**src/rtl/cct_pkg.sv**
```systemverilog
package cct_pkg;

  typedef enum logic [1:0] {
    MODE_CASC  = 2'd0,
    MODE_PRE   = 2'd1,
    MODE_SPLIT = 2'd2,
    MODE_ALT   = 2'd3
  } cct_mode_e;

  typedef struct packed {
    logic ovf_irq;
    logic ovf_tgl;
    logic mat_irq;
    logic mat_tgl;
    logic mat_rst;
  } cct_mask_t;

  localparam int MASK_W = 5;

  localparam logic [1:0] ADDR_CMP_LO = 2'd0;
  localparam logic [1:0] ADDR_CMP_HI = 2'd1;
  localparam logic [1:0] ADDR_MODE   = 2'd2;
  localparam logic [1:0] ADDR_MASK   = 2'd3;

endpackage

```
**src/rtl/cct_rst_sync.sv**
```systemverilog
module cct_rst_sync #(
  parameter int STAGES = 2
) (
  input  logic clk,
  input  logic rst_n,
  output logic rst_sn
);

  logic [STAGES-1:0] sync_q;

  always_ff @(posedge clk or negedge rst_n) begin
    if (!rst_n) sync_q <= '0;
    else        sync_q <= {sync_q[STAGES-2:0], 1'b1};
  end

  assign rst_sn = sync_q[STAGES-1];

endmodule

```
**src/rtl/cct_tick_sel.sv**
```systemverilog
module cct_tick_sel #(
  parameter int NSRC  = 5,
  parameter int SEL_W = 3
) (
  input  logic             clk,
  input  logic             rst_sn,
  input  logic             run,
  input  logic [SEL_W-1:0] sel,
  input  logic [NSRC-1:0]  src_vec,
  output logic             tick
);

  logic hit;

  always_comb begin
    hit = 1'b0;
    for (int i = 0; i < NSRC; i++) begin
      if (sel == i[SEL_W-1:0]) hit = src_vec[i];
    end
  end

  assign tick = run && hit;

  assert_no_tick_R8: assert property (@(posedge clk) disable iff (!rst_sn)
    (int'(sel) >= NSRC) |-> !tick);

endmodule

```
**src/rtl/cct_lo_stage.sv**
```systemverilog
module cct_lo_stage #(
  parameter int LO_W = 4
) (
  input  logic            clk,
  input  logic            rst_sn,
  input  logic            run,
  input  logic            tick,
  input  logic            cascade,
  input  logic            hi_restart,
  input  logic [LO_W-1:0] cmp_stage,
  output logic [LO_W-1:0] lo_cnt,
  output logic [LO_W-1:0] cmp_act,
  output logic            lo_term,
  output logic            lo_wrap
);

  logic [LO_W-1:0] cnt_q, cnt_d;
  logic [LO_W-1:0] act_q, act_d;
  logic            load;

  // terminal count: full roll-over when cascaded, own compare otherwise
  assign lo_term = cascade ? (cnt_q == {LO_W{1'b1}}) : (cnt_q == act_q);
  assign lo_wrap = tick && (lo_term || (cascade && hi_restart));
  assign load    = !run || (cascade ? hi_restart : lo_wrap);

  always_comb begin
    cnt_d = cnt_q;
    if (!run)         cnt_d = '0;
    else if (lo_wrap) cnt_d = '0;
    else if (tick)    cnt_d = cnt_q + 1'b1;
    act_d = load ? cmp_stage : act_q;
  end

  always_ff @(posedge clk or negedge rst_sn) begin
    if (!rst_sn) begin
      cnt_q <= '0;
      act_q <= '0;
    end else begin
      cnt_q <= cnt_d;
      act_q <= act_d;
    end
  end

  assign lo_cnt  = cnt_q;
  assign cmp_act = act_q;

  assert_lo_bound_R3: assert property (@(posedge clk) disable iff (!rst_sn)
    (run && !cascade && $past(run) && !$past(cascade)) |-> (cnt_q <= act_q));

endmodule

```
**src/rtl/cct_hi_stage.sv**
```systemverilog
module cct_hi_stage
  import cct_pkg::*;
#(
  parameter int LO_W = 4,
  parameter int HI_W = 8
) (
  input  logic            clk,
  input  logic            rst_sn,
  input  logic            run,
  input  logic            tick,
  input  cct_mode_e       mode,
  input  cct_mask_t       mask,
  input  logic [LO_W-1:0] lo_cnt,
  input  logic [LO_W-1:0] lo_cmp,
  input  logic            lo_term,
  input  logic [HI_W-1:0] cmp_stage,
  output logic [HI_W-1:0] hi_cnt,
  output logic            match_ev,
  output logic            ovf_ev,
  output logic            restart
);

  logic [HI_W-1:0] cnt_q, cnt_d;
  logic [HI_W-1:0] act_q, act_d;
  logic            adv;
  logic            hi_eq;
  logic            chained;

  assign chained = (mode == MODE_CASC) || (mode == MODE_PRE);
  assign adv     = chained ? (tick && lo_term) : tick;
  assign hi_eq   = (cnt_q == act_q);

  always_comb begin
    if (mode == MODE_CASC) match_ev = tick && hi_eq && (lo_cnt == lo_cmp);
    else                   match_ev = adv && hi_eq;
  end

  assign ovf_ev  = adv && (cnt_q == {HI_W{1'b1}});
  assign restart = (match_ev && mask.mat_rst) || ovf_ev;

  always_comb begin
    cnt_d = cnt_q;
    if (!run)         cnt_d = '0;
    else if (restart) cnt_d = '0;
    else if (adv)     cnt_d = cnt_q + 1'b1;
    act_d = (!run || restart) ? cmp_stage : act_q;
  end

  always_ff @(posedge clk or negedge rst_sn) begin
    if (!rst_sn) begin
      cnt_q <= '0;
      act_q <= '0;
    end else begin
      cnt_q <= cnt_d;
      act_q <= act_d;
    end
  end

  assign hi_cnt = cnt_q;

  assert_hi_bound_R3: assert property (@(posedge clk) disable iff (!rst_sn)
    (run && $past(run) && mask.mat_rst && $past(mask.mat_rst) &&
     (mode != MODE_CASC) && ($past(mode) != MODE_CASC)) |-> (cnt_q <= act_q));

  assert_adv_only_tick_R1: assert property (@(posedge clk) disable iff (!rst_sn)
    ($past(run) && run && (cnt_q != $past(cnt_q))) |-> $past(tick));

endmodule

```
**src/rtl/cascade_cmp_timer.sv**
```systemverilog
module cascade_cmp_timer
  import cct_pkg::*;
#(
  parameter int LO_W  = 4,
  parameter int HI_W  = 8,
  parameter int NSRC  = 5,
  parameter int SEL_W = 3
) (
  input  logic             clk,
  input  logic             rst_n,
  input  logic             run,
  input  logic [SEL_W-1:0] tick_sel,
  input  logic             src_ext,
  input  logic             src_tmr_a,
  input  logic             src_tmr_b,
  input  logic             src_shift,
  input  logic             wr_en,
  input  logic [1:0]       wr_addr,
  input  logic [HI_W-1:0]  wr_data,
  output logic             tmr_out,
  output logic             stage_pulse,
  output logic             irq
);

  logic            rst_sn;
  logic            tick;
  logic [NSRC-1:0] src_vec;

  logic [LO_W-1:0] cmp_lo_q, cmp_lo_d;
  logic [HI_W-1:0] cmp_hi_q, cmp_hi_d;
  cct_mode_e       mode_q, mode_d;
  cct_mask_t       mask_q, mask_d;

  logic tgl_q, tgl_d;
  logic irq_q, irq_d;
  logic pls_q, pls_d;

  logic [LO_W-1:0] lo_cnt, lo_cmp;
  logic [HI_W-1:0] hi_cnt;
  logic            lo_term, lo_wrap;
  logic            match_ev, ovf_ev, hi_restart;
  logic            wr_spare_unused;

  assign wr_spare_unused = ^wr_data;

  cct_rst_sync #(.STAGES(2)) u_rst (
    .clk(clk), .rst_n(rst_n), .rst_sn(rst_sn)
  );

  assign src_vec = {src_shift, src_tmr_b, src_tmr_a, src_ext, 1'b1};

  cct_tick_sel #(.NSRC(NSRC), .SEL_W(SEL_W)) u_tick (
    .clk(clk), .rst_sn(rst_sn), .run(run), .sel(tick_sel),
    .src_vec(src_vec), .tick(tick)
  );

  cct_lo_stage #(.LO_W(LO_W)) u_lo (
    .clk(clk), .rst_sn(rst_sn), .run(run), .tick(tick),
    .cascade(mode_q == MODE_CASC), .hi_restart(hi_restart),
    .cmp_stage(cmp_lo_q), .lo_cnt(lo_cnt), .cmp_act(lo_cmp),
    .lo_term(lo_term), .lo_wrap(lo_wrap)
  );

  cct_hi_stage #(.LO_W(LO_W), .HI_W(HI_W)) u_hi (
    .clk(clk), .rst_sn(rst_sn), .run(run), .tick(tick),
    .mode(mode_q), .mask(mask_q), .lo_cnt(lo_cnt), .lo_cmp(lo_cmp),
    .lo_term(lo_term), .cmp_stage(cmp_hi_q), .hi_cnt(hi_cnt),
    .match_ev(match_ev), .ovf_ev(ovf_ev), .restart(hi_restart)
  );

  // register file next state
  always_comb begin
    cmp_lo_d = cmp_lo_q;
    cmp_hi_d = cmp_hi_q;
    mode_d   = mode_q;
    mask_d   = mask_q;
    if (wr_en) begin
      case (wr_addr)
        ADDR_CMP_LO: cmp_lo_d = wr_data[LO_W-1:0];
        ADDR_CMP_HI: cmp_hi_d = wr_data;
        ADDR_MODE:   mode_d   = cct_mode_e'(wr_data[1:0]);
        default:     mask_d   = cct_mask_t'(wr_data[MASK_W-1:0]);
      endcase
    end
  end

  // output actions next state
  always_comb begin
    tgl_d = tgl_q ^ ((match_ev && mask_q.mat_tgl) || (ovf_ev && mask_q.ovf_tgl));
    irq_d = (match_ev && mask_q.mat_irq) || (ovf_ev && mask_q.ovf_irq);
    pls_d = lo_wrap;
  end

  always_ff @(posedge clk or negedge rst_sn) begin
    if (!rst_sn) begin
      cmp_lo_q <= '0;
      cmp_hi_q <= '0;
      mode_q   <= MODE_CASC;
      mask_q   <= '0;
      tgl_q    <= 1'b0;
      irq_q    <= 1'b0;
      pls_q    <= 1'b0;
    end else begin
      cmp_lo_q <= cmp_lo_d;
      cmp_hi_q <= cmp_hi_d;
      mode_q   <= mode_d;
      mask_q   <= mask_d;
      tgl_q    <= tgl_d;
      irq_q    <= irq_d;
      pls_q    <= pls_d;
    end
  end

  assign tmr_out     = tgl_q;
  assign irq         = irq_q;
  assign stage_pulse = pls_q;

  assert_irq_masked_R7: assert property (@(posedge clk) disable iff (!rst_sn)
    irq |-> ($past(mask_q.mat_irq) || $past(mask_q.ovf_irq)));

  assert_out_hold_R10: assert property (@(posedge clk) disable iff (!rst_sn)
    !$past(run) |-> $stable(tmr_out));

  assert_stop_clears_R10: assert property (@(posedge clk) disable iff (!rst_sn)
    !run |=> (lo_cnt == '0 && hi_cnt == '0));

  assert_pulse_tick_R4: assert property (@(posedge clk) disable iff (!rst_sn)
    stage_pulse |-> $past(tick));

  assert_toggle_cause_R6: assert property (@(posedge clk) disable iff (!rst_sn)
    !$stable(tmr_out) |-> ($past(mask_q.mat_tgl) || $past(mask_q.ovf_tgl)));

endmodule

```
**config.mk**
```make
export PLATFORM = sky130hd
export DESIGN_NAME = cascade_cmp_timer
export DESIGN_NICKNAME = d
export VERILOG_FILES = /design/src/rtl/cct_pkg.sv /design/src/rtl/cct_rst_sync.sv /design/src/rtl/cct_tick_sel.sv /design/src/rtl/cct_lo_stage.sv /design/src/rtl/cct_hi_stage.sv /design/src/rtl/cascade_cmp_timer.sv
export SDC_FILE = /design/constraint.sdc
export NUM_CORES = 1
export LEC_CHECK = 0
export BUFFER_PORTS_ARGS = -buffer_cell sky130_fd_sc_hd__buf_2
export CAP_MARGIN = 10
export CORE_MARGIN = 2
export CORE_UTILIZATION = 50
export DETAILED_ROUTE_END_ITERATION = 7
export GPL_TIMING_DRIVEN = 0
export HOLD_SLACK_MARGIN = 0.05
export PLACE_DENSITY_LB_ADDON = 0.08
export SKIP_LAST_GASP = 1
export SYNTH_ARGS = -nofsm -noshare
export SYNTH_HDL_FRONTEND = slang
export SYNTH_SLANG_ARGS = --single-unit
```
**constraint.sdc**
```tcl
create_clock -name clk -period 1.52 [get_ports clk]
set_clock_uncertainty 0.05 [all_clocks]
set_input_delay 0.152 -clock clk [delete_from_list [all_inputs] [get_ports clk]]
set_output_delay 0.152 -clock clk [all_outputs]
set_load 0.01 [all_outputs]
```
==> flow_metrics.env <==
export IMPL_synth_most_common_cell="sky130_fd_sc_hd__dfrtp_1"
export IMPL_ios=24
export IMPL_cts_buffers_inserted=5
export IMPL_gp_congestion=0.8712
export IMPL_synth_cell_types=37
export IMPL_r2r_start="u_lo.lo_cnt[0]"
export IMPL_worstHoldEndpoint="cmp_hi_q[2]"
export IMPL_synth_enable_flop_cells=0
export IMPL_data_required_time_at_the_worst_endpoint_ps=1660
export IMPL_critical_path_startpoint="u_lo.lo_cnt[0]"
export IMPL_netlist_top_cell_by_area="sky130_fd_sc_hd__dfrtp_1"
export IMPL_synth_mux_area_frac=0.1654
export IMPL_core_area_um2=4324
export IMPL_finalWirelength_um=4774
export IMPL_synth_commonest_cells="sky130_fd_sc_hd__dfrtp_1, sky130_fd_sc_hd__mux2_2, sky130_fd_sc_hd__xnor2_1, sky130_fd_sc_hd__nor2_1, sky130_fd_sc_hd__nand3_1"
export IMPL_worst_hold_startpoint="wr_data[2]"
export IMPL_power_leakage_nw=1.262
export IMPL_finalMaxSlewViolations=0
export IMPL_post_synth_xor_area_fraction=0.08300
export IMPL_drt_initial_drc_count=157
export IMPL_total_die_area_um2=4980
export IMPL_number_of_antenna_violations_at_the_first_check_in_global_routing=0
export IMPL_portBuffers=23
export IMPL_antenna_diode_count=0
export IMPL_first_pass_iters=4
export IMPL_htree_levels=2
export IMPL_preCtsSetupSlack_ps=-887.7
export IMPL_synth_compound_area_share=0.05929
export IMPL_grt_use_total=0.2108
export IMPL_slew_headroom=0.6134
export IMPL_worstRegToRegCells=9
export IMPL_insertion_delay_ps=300
export IMPL_synthSimpleGateAreaFrac=0.1237
export IMPL_remaining_drc_errors=0
export IMPL_mappedNetlistNets=202
export IMPL_synth_top_cells_by_area="sky130_fd_sc_hd__dfrtp_1, sky130_fd_sc_hd__mux2_2, sky130_fd_sc_hd__xnor2_1"
export IMPL_worstHoldPathCells=2
export IMPL_syn_cell_area_um2=2216
export IMPL_setup_violations_final=27
export IMPL_area_growth_pct=32.47
export IMPL_yosys_synthesis_warning_count=0
export IMPL_cts_root_buffer="sky130_fd_sc_hd__clkbuf_8"
export IMPL_clock_sinks=48
export IMPL_ant_nets=0
export IMPL_final_area_um2=2935
export IMPL_detailroute_via_count=1625
export IMPL_grt_first_pass_wirelength_um=8286
export IMPL_power_ir_vdd_worst_v=0.0007220
export IMPL_nets=261
export IMPL_avgSynthCellArea_um2=12.38
export IMPL_synth_async_reset_ratio=1.000
export IMPL_max_clock_freq_mhz=464.8
export IMPL_post_route_cells_drive_above_1_share=0.4979
export IMPL_tightest_slew_ps=578.6
export IMPL_timing_final_hold_violations=0
export IMPL_cts_reportedPaths_clkPinSlew_ps=90
export IMPL_tritoncts_clock_tree="built"
export IMPL_cellPowerDensity_nw_per_um2=1167
export IMPL_critical_path_arrival_ps=2300
export IMPL_setup_worst_path_start_class="flip-flop"
export IMPL_routed_via_density=5.584
export IMPL_yosys_area_share_adder=0.01129
export IMPL_final_hold_slack_ps=80.05
export IMPL_finalCritPeriodShare=1.416
export IMPL_sequential_to_total_area_share_from_yosys_stat=0.5421
export IMPL_ff_to_ff_setup_slack_ps=-630
export IMPL_result_of_the_run="complete, but fails checks"
export IMPL_finalCriticalPeriod_ps=2152
export IMPL_overflow=0
export IMPL_dieHeight_um=70.57
export IMPL_place_hpwl_um=3173
export IMPL_grt_pass1_vias=1658
export IMPL_cp_end_kind="flip-flop"
export IMPL_critPathKind="reg -> reg"
export IMPL_grt_max_degree=25
export IMPL_std_cell_rows=24
export IMPL_initial_core_utilization=0.5124
export IMPL_number_of_register_bits_inferred_by_synthesis=48
export IMPL_postPlaceCellArea_um2=2441
export IMPL_path_max_fanout=7
export IMPL_failed_checks="negative setup slack"
export IMPL_die_width_um=70.57
export IMPL_cts_max_path_buffers=2
export IMPL_drv_cap=0
export IMPL_unrepaired_setup_endpoints_after_global_routing="yes"
export IMPL_synth_top_family_by_area="multiplexers"
export IMPL_reg2reg_to="u_hi.act_q[5]"
export IMPL_worst_slack_ps=-631.6
export IMPL_post_drt_wl_per_cell_um=16.41
export IMPL_filler_cell_count=323
export IMPL_holdCritPathClass="in -> reg"
export IMPL_postSynthCellCount=179
export IMPL_ys_flop_type="sky130_fd_sc_hd__dfrtp_1"
export IMPL_synth_top_area_frac=0.5421
[flip-flops by register name, summed over array words and instances (netlist names), 4 cells and up]
name,flops
cmp_hi_q,8
u_hi.act_q,8
u_hi.hi_cnt,8
mask_q,5
cmp_lo_q,4
u_lo.cmp_act,4
u_lo.lo_cnt,4
[cells by family (layout without fill, tap and decap cells)]
| group | count (synthesis) | after routing |
|---|---|---|
| compound gates | 18 | 18 |
| xor+xnor | 21 | 21 |
| fa+ha+maj | 2 | 2 |
| buf+inv | 5 | 65 |
| flops | 48 | 48 |
| mux | 32 | 32 |
| other cells | 1 | 1 |
| simple gates | 52 | 52 |
[worst max-delay path by stage]
stage / slack (ps) / endpoint / cells past startpoint
after global routing: -730 / u_hi.act_q[5] / 8
after floorplan: -600 / u_hi.act_q[5] / 8
after global placement: -860 / u_hi.act_q[6] / 8
after CTS: -620 / u_hi.act_q[5] / 9
final: -630 / u_hi.act_q[5] / 9
after detailed placement: -890 / u_hi.act_q[5] / 8
[cell type report]
type                            count  area (um2)  area share
Sequential cell                    48        1209      0.4118
Inverter                            2       7.507    0.002558
Buffer                              3       30.03     0.01023
Timing Repair Buffer               52       369.1      0.1257
Clock inverter                      3       46.29     0.01577
Multi-Input combinational cell    126        1140      0.3883
Clock buffer                        5       68.82     0.02344
Tap cell                           52       65.06     0.02217
[routing by layer]
layer  wire length [um]  share of wire  global-route usage
met5                  0              0                   0
met4                 46         0.0096             0.06289
met3                220          0.046             0.04843
met2               2300           0.48              0.3229
met1               2207           0.46              0.3045
[stage by stage]
step / util / instances / total power [mW] / TNS [ps]
global placement: 0.5579 / 254 / 2.191 / -32140
detailed placement: 0.5645 / 255 / 2.247 / -14930
finish: 0.6788 / 291 / 3.425 / -12790
global route: 0.6788 / 291 / 3.608 / -15280
floorplan: - / 179 / 2.072 / -8550
CTS: 0.6513 / 283 / 3.341 / -12940
[worst max-delay path, cell delays in order (launching register included)]
cell	delay (ps)
sky130_fd_sc_hd__dfrtp_2	470
sky130_fd_sc_hd__xor2_2	170
sky130_fd_sc_hd__nor4_4	310
sky130_fd_sc_hd__buf_4	180
sky130_fd_sc_hd__a211oi_4	70
sky130_fd_sc_hd__nor2_4	130
sky130_fd_sc_hd__a21o_1	130
sky130_fd_sc_hd__buf_6	140
sky130_fd_sc_hd__buf_8	110
sky130_fd_sc_hd__mux2_4	280
[cell usage in the layout, fill, tap and decap left out, drive strengths merged]
master	count
buf	49
dfrtp	48
mux2	31
xnor2	17
nor2	15
nand3	10
nand2	6
clkbuf	6
a21oi	6
dlygate4sd3	5
xor2	4
nand4	4
o21ai	4
nor4	4
nor3	3
nor3b	3
inv	3
nand3b	2
ha	2
o31ai	1
nand2b	1
mux2i	1
a211oi	1
or2	1
a32oi	1
a32o	1
o41ai	1
a21o	1
a221oi	1
nor2b	1
and3	1
a21bo	1
nor4b	1
bufinv	1
clkinvlp	1
conb	1
[what timing repair did]
action,in CTS,in global routing
cloned,0,0
hold buffers,5,0
pin swaps,7,11
gates resized for setup,23,14
setup endpoints to repair,27,27
setup buffers,15,11
endpoints found under the hold margin,7,0
[where the power goes]
part           internal, mW  total [mW]  switching [mW]
Combinational         0.473       0.800           0.327
Clock                 0.496       0.947           0.451
Sequential             1.48        1.68           0.193
No activity file was read; power rests on OpenSTA's default activity.
